[src/rtl/intcmp_pkg.sv]
package intcmp_pkg;

   // Layout of one condition field, most significant bit first.
   localparam int unsigned CRF_W     = 4;
   localparam int unsigned CRF_LT    = 3;
   localparam int unsigned CRF_GT    = 2;
   localparam int unsigned CRF_EQ    = 1;
   localparam int unsigned CRF_SO    = 0;

   // Comparator structure choices.
   localparam int unsigned MAG_RELATIONAL = 0;
   localparam int unsigned MAG_SUBTRACT   = 1;

   typedef struct packed {
      logic lt;
      logic gt;
      logic eq;
      logic so;
   } crf_nib_t;

   typedef struct packed {
      logic lt;
      logic gt;
      logic eq;
   } order_t;

endpackage

[src/rtl/intcmp_opsel.sv]
module intcmp_opsel #(
   parameter int unsigned DATA_W = 32,
   parameter int unsigned IMM_W  = 16
) (
   input  logic [DATA_W-1:0] reg_b_i,
   input  logic [IMM_W-1:0]  imm_i,
   input  logic              use_imm_i,
   input  logic              signed_i,
   output logic [DATA_W-1:0] opnd_o
);

   localparam int unsigned EXT_W = DATA_W - IMM_W;

   logic [DATA_W-1:0] imm_wide;

   generate
      if (IMM_W > DATA_W) begin : g_bad_width
         $error("intcmp_opsel: IMM_W must not exceed DATA_W");
      end
      if (IMM_W < 1) begin : g_bad_imm
         $error("intcmp_opsel: IMM_W must be at least 1");
      end

      if (EXT_W > 0) begin : g_extend
         logic fill_bit;
         // Sign bit replicated only in signed mode; zeros otherwise.
         assign fill_bit = signed_i & imm_i[IMM_W-1];
         assign imm_wide = {{EXT_W{fill_bit}}, imm_i};
      end else begin : g_same_width
         assign imm_wide = imm_i[DATA_W-1:0];
      end
   endgenerate

   assign opnd_o = use_imm_i ? imm_wide : reg_b_i;

endmodule

[src/rtl/intcmp_mag.sv]
module intcmp_mag
   import intcmp_pkg::*;
#(
   parameter int unsigned DATA_W    = 32,
   parameter int unsigned MAG_STYLE = MAG_SUBTRACT
) (
   input  logic [DATA_W-1:0] a_i,
   input  logic [DATA_W-1:0] b_i,
   input  logic              signed_i,
   output order_t            ord_o
);

   localparam int unsigned MSB = DATA_W - 1;

   // Flipping the top bit in signed mode maps two's-complement order onto
   // unsigned order, so a single unsigned comparator serves both modes.
   logic [DATA_W-1:0] a_bias;
   logic [DATA_W-1:0] b_bias;
   logic              is_lt;
   logic              is_eq;

   assign a_bias = {a_i[MSB] ^ signed_i, a_i[MSB-1:0]};
   assign b_bias = {b_i[MSB] ^ signed_i, b_i[MSB-1:0]};

   generate
      if (DATA_W < 2) begin : g_bad_width
         $error("intcmp_mag: DATA_W must be at least 2");
      end
      if (MAG_STYLE != MAG_RELATIONAL && MAG_STYLE != MAG_SUBTRACT) begin : g_bad_style
         $error("intcmp_mag: unknown MAG_STYLE");
      end

      if (MAG_STYLE == MAG_SUBTRACT) begin : g_subtract
         logic [DATA_W:0] diff;
         assign diff  = {1'b0, a_bias} - {1'b0, b_bias};
         assign is_lt = diff[DATA_W];
         assign is_eq = ~|diff[DATA_W-1:0];
      end else begin : g_relational
         assign is_lt = (a_bias < b_bias);
         assign is_eq = (a_bias == b_bias);
      end
   endgenerate

   assign ord_o.lt = is_lt;
   assign ord_o.eq = is_eq;
   assign ord_o.gt = ~is_lt & ~is_eq;

endmodule

[src/rtl/intcmp_crfile.sv]
module intcmp_crfile
   import intcmp_pkg::*;
#(
   parameter int unsigned NUM_FIELDS = 8,
   parameter int unsigned FIELD_W    = CRF_W,
   localparam int unsigned SEL_W     = (NUM_FIELDS > 1) ? $clog2(NUM_FIELDS) : 1,
   localparam int unsigned CR_W      = NUM_FIELDS * FIELD_W
) (
   input  logic               clk,
   input  logic               rst_n,
   input  logic               wr_en_i,
   input  logic [SEL_W-1:0]   sel_i,
   input  logic [FIELD_W-1:0] nib_i,
   output logic [CR_W-1:0]    cr_o
);

   generate
      if (NUM_FIELDS < 1) begin : g_bad_count
         $error("intcmp_crfile: NUM_FIELDS must be at least 1");
      end
      if (FIELD_W < 1) begin : g_bad_field
         $error("intcmp_crfile: FIELD_W must be at least 1");
      end

      // Field 0 sits at the top of the register, the last field at the bottom.
      for (genvar k = 0; k < NUM_FIELDS; k++) begin : g_field
         localparam int unsigned HI = CR_W - 1 - k * FIELD_W;
         logic [FIELD_W-1:0] fld_q;
         logic               hit;

         assign hit = wr_en_i && (sel_i == SEL_W'(k));

         always_ff @(posedge clk or negedge rst_n) begin
            if (!rst_n) begin
               fld_q <= '0;
            end else if (hit) begin
               fld_q <= nib_i;
            end
         end

         assign cr_o[HI -: FIELD_W] = fld_q;

         // a write aimed elsewhere leaves this field alone.
         p_other_field_hold_r8: assert property (
            @(posedge clk) disable iff (!rst_n)
            (wr_en_i && (sel_i != SEL_W'(k))) |=> $stable(cr_o[HI -: FIELD_W]))
            else $error("field %0d changed on a foreign write", k);

         // a write aimed here lands the presented nibble.
         p_target_field_load_r8: assert property (
            @(posedge clk) disable iff (!rst_n)
            (wr_en_i && (sel_i == SEL_W'(k))) |=> (cr_o[HI -: FIELD_W] == $past(nib_i)))
            else $error("field %0d missed its write", k);
      end
   endgenerate

   // with no strobe the whole register is frozen.
   p_idle_hold_r9: assert property (
      @(posedge clk) disable iff (!rst_n)
      !wr_en_i |=> $stable(cr_o))
      else $error("condition register moved without a strobe");

endmodule

[src/rtl/intcmp_crf.sv]
module intcmp_crf
   import intcmp_pkg::*;
#(
   parameter int unsigned DATA_W     = 32,
   parameter int unsigned IMM_W      = 16,
   parameter int unsigned NUM_FIELDS = 8,
   parameter int unsigned MAG_STYLE  = MAG_SUBTRACT,
   localparam int unsigned SEL_W     = (NUM_FIELDS > 1) ? $clog2(NUM_FIELDS) : 1,
   localparam int unsigned CR_W      = NUM_FIELDS * CRF_W
) (
   input  logic              clk,
   input  logic              rst_n,
   input  logic              valid_i,
   input  logic [DATA_W-1:0] opa_i,
   input  logic [DATA_W-1:0] opb_i,
   input  logic [IMM_W-1:0]  imm_i,
   input  logic              use_imm_i,
   input  logic              signed_i,
   input  logic [SEL_W-1:0]  field_i,
   input  logic              so_i,
   output logic [CR_W-1:0]   cr_o
);

   logic [DATA_W-1:0] opnd_b;
   order_t            ord;
   crf_nib_t          nib;

   intcmp_opsel #(
      .DATA_W (DATA_W),
      .IMM_W  (IMM_W)
   ) u_opsel (
      .reg_b_i   (opb_i),
      .imm_i     (imm_i),
      .use_imm_i (use_imm_i),
      .signed_i  (signed_i),
      .opnd_o    (opnd_b)
   );

   intcmp_mag #(
      .DATA_W    (DATA_W),
      .MAG_STYLE (MAG_STYLE)
   ) u_mag (
      .a_i      (opa_i),
      .b_i      (opnd_b),
      .signed_i (signed_i),
      .ord_o    (ord)
   );

   assign nib.lt = ord.lt;
   assign nib.gt = ord.gt;
   assign nib.eq = ord.eq;
   assign nib.so = so_i;

   intcmp_crfile #(
      .NUM_FIELDS (NUM_FIELDS),
      .FIELD_W    (CRF_W)
   ) u_crfile (
      .clk     (clk),
      .rst_n   (rst_n),
      .wr_en_i (valid_i),
      .sel_i   (field_i),
      .nib_i   (nib),
      .cr_o    (cr_o)
   );

   function automatic logic [CRF_W-1:0] pick_field(input logic [CR_W-1:0] cr,
                                                   input logic [SEL_W-1:0] idx);
      return cr[CR_W - 1 - int'(idx) * CRF_W -: CRF_W];
   endfunction

   // exactly one ordering flag in the field just written.
   p_one_order_flag_r6: assert property (
      @(posedge clk) disable iff (!rst_n)
      valid_i |=> ($countones(pick_field(cr_o, $past(field_i)) >> 1) == 1))
      else $error("written field has not exactly one ordering flag");

   // summary-overflow bit copied from the input.
   p_so_copy_r7: assert property (
      @(posedge clk) disable iff (!rst_n)
      valid_i |=> (pick_field(cr_o, $past(field_i))[CRF_SO] == $past(so_i)))
      else $error("summary-overflow bit not copied");

   // equal register operands always report equal.
   p_reg_equal_r5: assert property (
      @(posedge clk) disable iff (!rst_n)
      (valid_i && !use_imm_i && (opa_i == opb_i)) |=>
         pick_field(cr_o, $past(field_i))[CRF_EQ])
      else $error("equal register operands not reported equal");

   // the top-bit-only difference flips order between modes.
   p_mode_order_r2: assert property (
      @(posedge clk) disable iff (!rst_n)
      (valid_i && !use_imm_i && (opa_i[DATA_W-1] && !opb_i[DATA_W-1])) |=>
         (pick_field(cr_o, $past(field_i))[CRF_LT] == $past(signed_i)))
      else $error("sign-dependent order wrong");

endmodule

[config.mk]
export PLATFORM = sky130hd
export DESIGN_NAME = intcmp_crf
export DESIGN_NICKNAME = d
export VERILOG_FILES = /design/src/rtl/intcmp_pkg.sv /design/src/rtl/intcmp_opsel.sv /design/src/rtl/intcmp_mag.sv /design/src/rtl/intcmp_crfile.sv /design/src/rtl/intcmp_crf.sv
export SDC_FILE = /design/constraint.sdc
export NUM_CORES = 1
export LEC_CHECK = 0
export BUFFER_PORTS_ARGS = -buffer_cell sky130_fd_sc_hd__buf_4
export CAP_MARGIN = 20
export CELL_PAD_IN_SITES_DETAIL_PLACEMENT = 1
export CELL_PAD_IN_SITES_GLOBAL_PLACEMENT = 1
export CORE_UTILIZATION = 35
export CTS_CLUSTER_SIZE = 28
export DETAILED_ROUTE_END_ITERATION = 7
export PLACE_DENSITY = 0.77
export SYNTH_ARGS = -nofsm -noshare
export SYNTH_HDL_FRONTEND = slang
export SYNTH_HIERARCHICAL = 1
export SYNTH_SLANG_ARGS = --single-unit
[constraint.sdc]
create_clock -name clk -period 2.5 [get_ports clk]
set_clock_uncertainty 0.2 [all_clocks]
set_input_delay 0.125 -clock clk [delete_from_list [all_inputs] [get_ports clk]]
set_output_delay 0.125 -clock clk [all_outputs]
set_load 0.005 [all_outputs]
### After elaboration in Yosys (flattened, before gate mapping)

Index checks and enable logic that the tools add are counted.

* flip-flop bits (word level): 32
* bits of input ports: 89
* output and inout port bits: 32
* logic and storage cells: 33

* add/sub/neg operators: 1
* eq/ne operators: 7
* mux-type cells: 1
* bitwise operators: 5
* reduce and logical (&&, ||, !) cells: 11

Operator list (number)
* subtractor 32 x 32 -> 33 bit: 1
* two-way mux 32 bit: 1
* OR reduction 32 bit: 1
* == test 3 bit (second input constant): 4
* logical AND 1 bit: 8
* == test 3 x 2 -> 1 bit (second input constant): 2
* == test 3 x 1 -> 1 bit (second input constant): 1
* logical NOT 3 bit: 1
* bitwise AND 1 bit: 2
* bitwise XOR 1 bit: 2
* logical NOT 1 bit: 1
* NOT 1 bit: 1

### Longest topological paths before layout

* depth after elaboration: 6
* depth in mapped cells: 18
* depth with buffers taken out: 14

### Cells and area by module

The synthesis kept the hierarchy.

By module, submodules not included
* intcmp_mag: times used 1, cells an instance 430, area an instance 2792.7 um^2, sequential area each 0.0 um^2
* intcmp_crfile: times used 1, cells an instance 72, area an instance 1311.3 um^2, sequential area each 800.8 um^2
* intcmp_opsel: times used 1, cells an instance 54, area an instance 429.2 um^2, sequential area each 0.0 um^2

### Worst setup path before layout

OpenSTA, ideal clock, no wires.

* path kind: input to register
* start: input use_imm_i
* end: register u_crfile.g_field[0].fld_q[2]
* setup time: 125 ps
* data arrival time: 3329 ps
* required time: 2175 ps
* slack: -1154 ps
* stages on the path: 15
* buffers on the path: 2
* cell sequence: buf_6 -> mux2_2 -> ha_1 -> fa_1 -> nor2b_4 -> o31a_1 -> buf_6 -> o211ai_1 -> a211oi_1 -> o21ai_0 -> mux2i_1 -> a2111oi_0 -> and4bb_2 -> a21oi_1 -> mux2_2

RTL lines
* start, declared: line intcmp_crf.sv:17 `input logic use_imm_i,`
* end signal, assigned: line intcmp_crfile.sv:37 `fld_q <= nib_i;`
* end, declared: line intcmp_crfile.sv:28 `logic [FIELD_W-1:0] fld_q;`

==> results.cfg <==
[critical_path]
worstPathRequired_ns = 2.52
critPathKind = primary input to flip-flop
cp-end-kind = flip-flop
crit_chain = buf_12 > mux2_4 > ha_4 > fa_2 > nor2b_4 > o31a_1 > buf_6 > o21ai_4 > o211ai_1 > o31a_1 > o2111ai_2 > a2111o_1 > or3_4 > nor4b_4 > buf_6 > mux2_2
critPathSlowestCell = a2111o_1
worstPathArrival_ns = 3.65
crit_path_max_incr_delay_ns = 0.43
cp_max_fo = 8
worstRegToRegCells = 1
startpoint_type = primary input

[status]
outcome = finished, violations left
violations = setup timing

[clocking]
cts_tree = done
root_buffer = clkbuf_16
clk_pin_slew_ns = 0.06
cts_buffer_depth = 2
clock-sinks = 32
numCtsBuffers = 5
h-tree-depth = 2
worstSkewPairLatency_ns = 0.29

[power]
vdd_drop_max_mv = 0.783
seqPwrFrac = 0.189
p_clk_frac = 0.185
p_leak_nw = 3.75
intPower_w = 0.00240
power_density_nw_per_um2 = 510
comb_power_share = 0.626
swShare = 0.392
switchingPower_w = 0.00155

[placement]
place_congestion = 0.918
place_hpwl_um = 16400
preCtsSetupSlack_ns = -1.55
port_buffers = 120

[global_route]
gr-total-overflow = 0
grt_pass1_wl_um = 32800
grt_pass1_vias = 6106
grtUsageTotal = 0.323
grt_max_degree = 33
grt_antenna_before_repair = 1

[sta]
setup_ws_ns = -1.13
fmax_ghz = 0.275
slew_violations = 0
rsz0062_at_grt = true
tightest_slew_ns = 0.605
hold_viol = 0
fin_crit_sh = 1.45
slew-limit-headroom = 0.594
min_period_ns = 3.63
hold_ws_ns = 0.0902
finalSetupViolCount = 24

[min_path]
min_path_cells = 3
min_path_type = primary input to flip-flop

[synth]
synth_nets = 678
ys.flop_type = dfrtp_1
yosys_warnings = 6
ys_ff_latch = 32
syn_inst = 556
synth_edf_count = 0
synth_area_per_cell_um2 = 8.15
synth-seq-area-share = 0.177
synthDistinctLibCells = 70
async_flop_share = 1.00
synth_area_um2 = 4530

[floorplan]
io_pins = 121
die_area_um2 = 13400
die_h_um = 116
die_x_um = 116
floorplan.initialDensity = 0.359
core_area_um2 = 12600
row_count = 41

[final_layout]
finalCoreUtilization = 0.613
largest_reg_flops = 32
syn_to_final_growth_pct = 70.8
num_antenna_cells = 0
drive_gt1_frac = 0.548
final_cell_mix = buf_4 (278), inv_1 (52), nand2_1 (41)
largestRegisters = u_crfile/g_field.fld_q (32)
mostFrequentLayoutCell = buf_4
fin_nets = 955
largest-register = u_crfile/g_field.fld_q

[run]
cap_violations = 0

[route]
dr.pass1.iters = 5
viasPerCell = 5.73
drcViolationCount = 0
finalWirelength_um = 22300
vias = 5769
wl_per_cell_um = 22.2
first_iter_violations = 321
postRouteAntennaNets = 0
[cell families (layout without fill, tap and decap cells)]
family          Yosys count  in the layout  synth area share
fa+ha+maj                33             33            0.0927
compound gates          166            166             0.253
simple gates            169            169             0.209
buf+inv                  89            367            0.0872
mux                      59             59             0.166
flops                    32             32             0.177
xor+xnor                  8              8            0.0155
[layout make-up]
class | count | area [µm²]
fill | 1499 | 4880
multi-input combinational | 435 | 3970
timing repair buffer | 300 | 2370
sequential | 32 | 801
inverter | 59 | 221
tap | 172 | 215
clock buffer | 5 | 125
clock inverter | 3 | 42.5
[worst paths after layout]
check	from	end	slack, ns
worst max-delay path	use_imm_i	u_crfile/g_field[7].fld_q[1]	-1.13
worst min-delay path	field_i[2]	u_crfile/g_field[0].fld_q[2]	0.09
worst max register to register	u_crfile/g_field[5].fld_q[1]	u_crfile/g_field[5].fld_q[1]	1.44
worst min register to register	u_crfile/g_field[3].fld_q[0]	u_crfile/g_field[3].fld_q[0]	0.32
max in group asynchronous	rst_n	u_crfile/g_field[6].fld_q[3]	1.65
min in group asynchronous	rst_n	u_crfile/g_field[7].fld_q[0]	0.13
[Yosys cell counts (all sizes together) (4+ instances only)]
master / count / share of area
nand3: 10 / 0.012
and4bb: 4 / 0.014
nor2: 36 / 0.030
buf: 14 / 0.025
o21ai: 32 / 0.036
nand2: 46 / 0.038
o211ai: 10 / 0.017
o22ai: 4 / 0.0055
ha: 32 / 0.088
inv: 59 / 0.049
nor4: 5 / 0.0083
o211a: 4 / 0.0088
nor3: 15 / 0.017
a21oi: 37 / 0.041
xnor2: 4 / 0.0077
dfrtp: 32 / 0.18
a21o: 15 / 0.025
xor2: 4 / 0.0077
o21a: 6 / 0.012
nor2b: 8 / 0.013
a211oi: 6 / 0.0099
mux2: 50 / 0.15
mux2i: 9 / 0.020
a2111o: 4 / 0.0099
or3: 6 / 0.0083
o2111ai: 7 / 0.014
clkbuf: 16 / 0.013
a31oi: 10 / 0.014
nor3b: 4 / 0.0066
nand4: 15 / 0.021
[critical path: cells and delay by family]
family / cells / cell delay (ns)
multiplexers: 2 / 0.49
AND/OR/NAND/NOR: 3 / 0.80
AO/OA/AOI/OAI: 6 / 1.26
adder cells (fa/ha/maj): 2 / 0.53
buffers and inverters: 3 / 0.45
[routing by layer]
metal  GRT usage  up-vias  part of all wire
met1       0.378     2855              0.41
li1            -     2617                 -
met3      0.0513       65             0.053
met2       0.573      230              0.50
met4       0.158        2             0.039
met5           0        -           0.00040
[timing repair]
item,in CTS,in global routing
buffers inserted,12,11
pin swaps,35,32
hold buffers,2,0
endpoints found under the hold margin,40,0
resized for setup,69,58
endpoints found under the setup margin,24,24
[power by group through the flow]
stage	sequential, W	clock, W	combinational, W
finish	0.000748	0.000731	0.00247
floorplan	0.000723	0	0.00101
CTS	0.000741	0.000728	0.00227
global route	0.000757	0.000749	0.00261
detailed placement	0.000736	0	0.00208
global placement	0.000724	0	0.00201
[through the flow]
stage | cell area [µm²] | power (W) | instances | setup TNS (ns)
after floorplan | 4640 | 0.00173 | 556 | -17.98
after global placement | 6780 | 0.00274 | 974 | -31.08
after detailed placement | 6780 | 0.00282 | 974 | -32.15
after CTS | 7390 | 0.00374 | 995 | -22.73
after global routing | 7740 | 0.00412 | 1006 | -25.02
final | 7740 | 0.00395 | 1006 | -23.27
No activity file was read; power rests on OpenSTA's default activity.
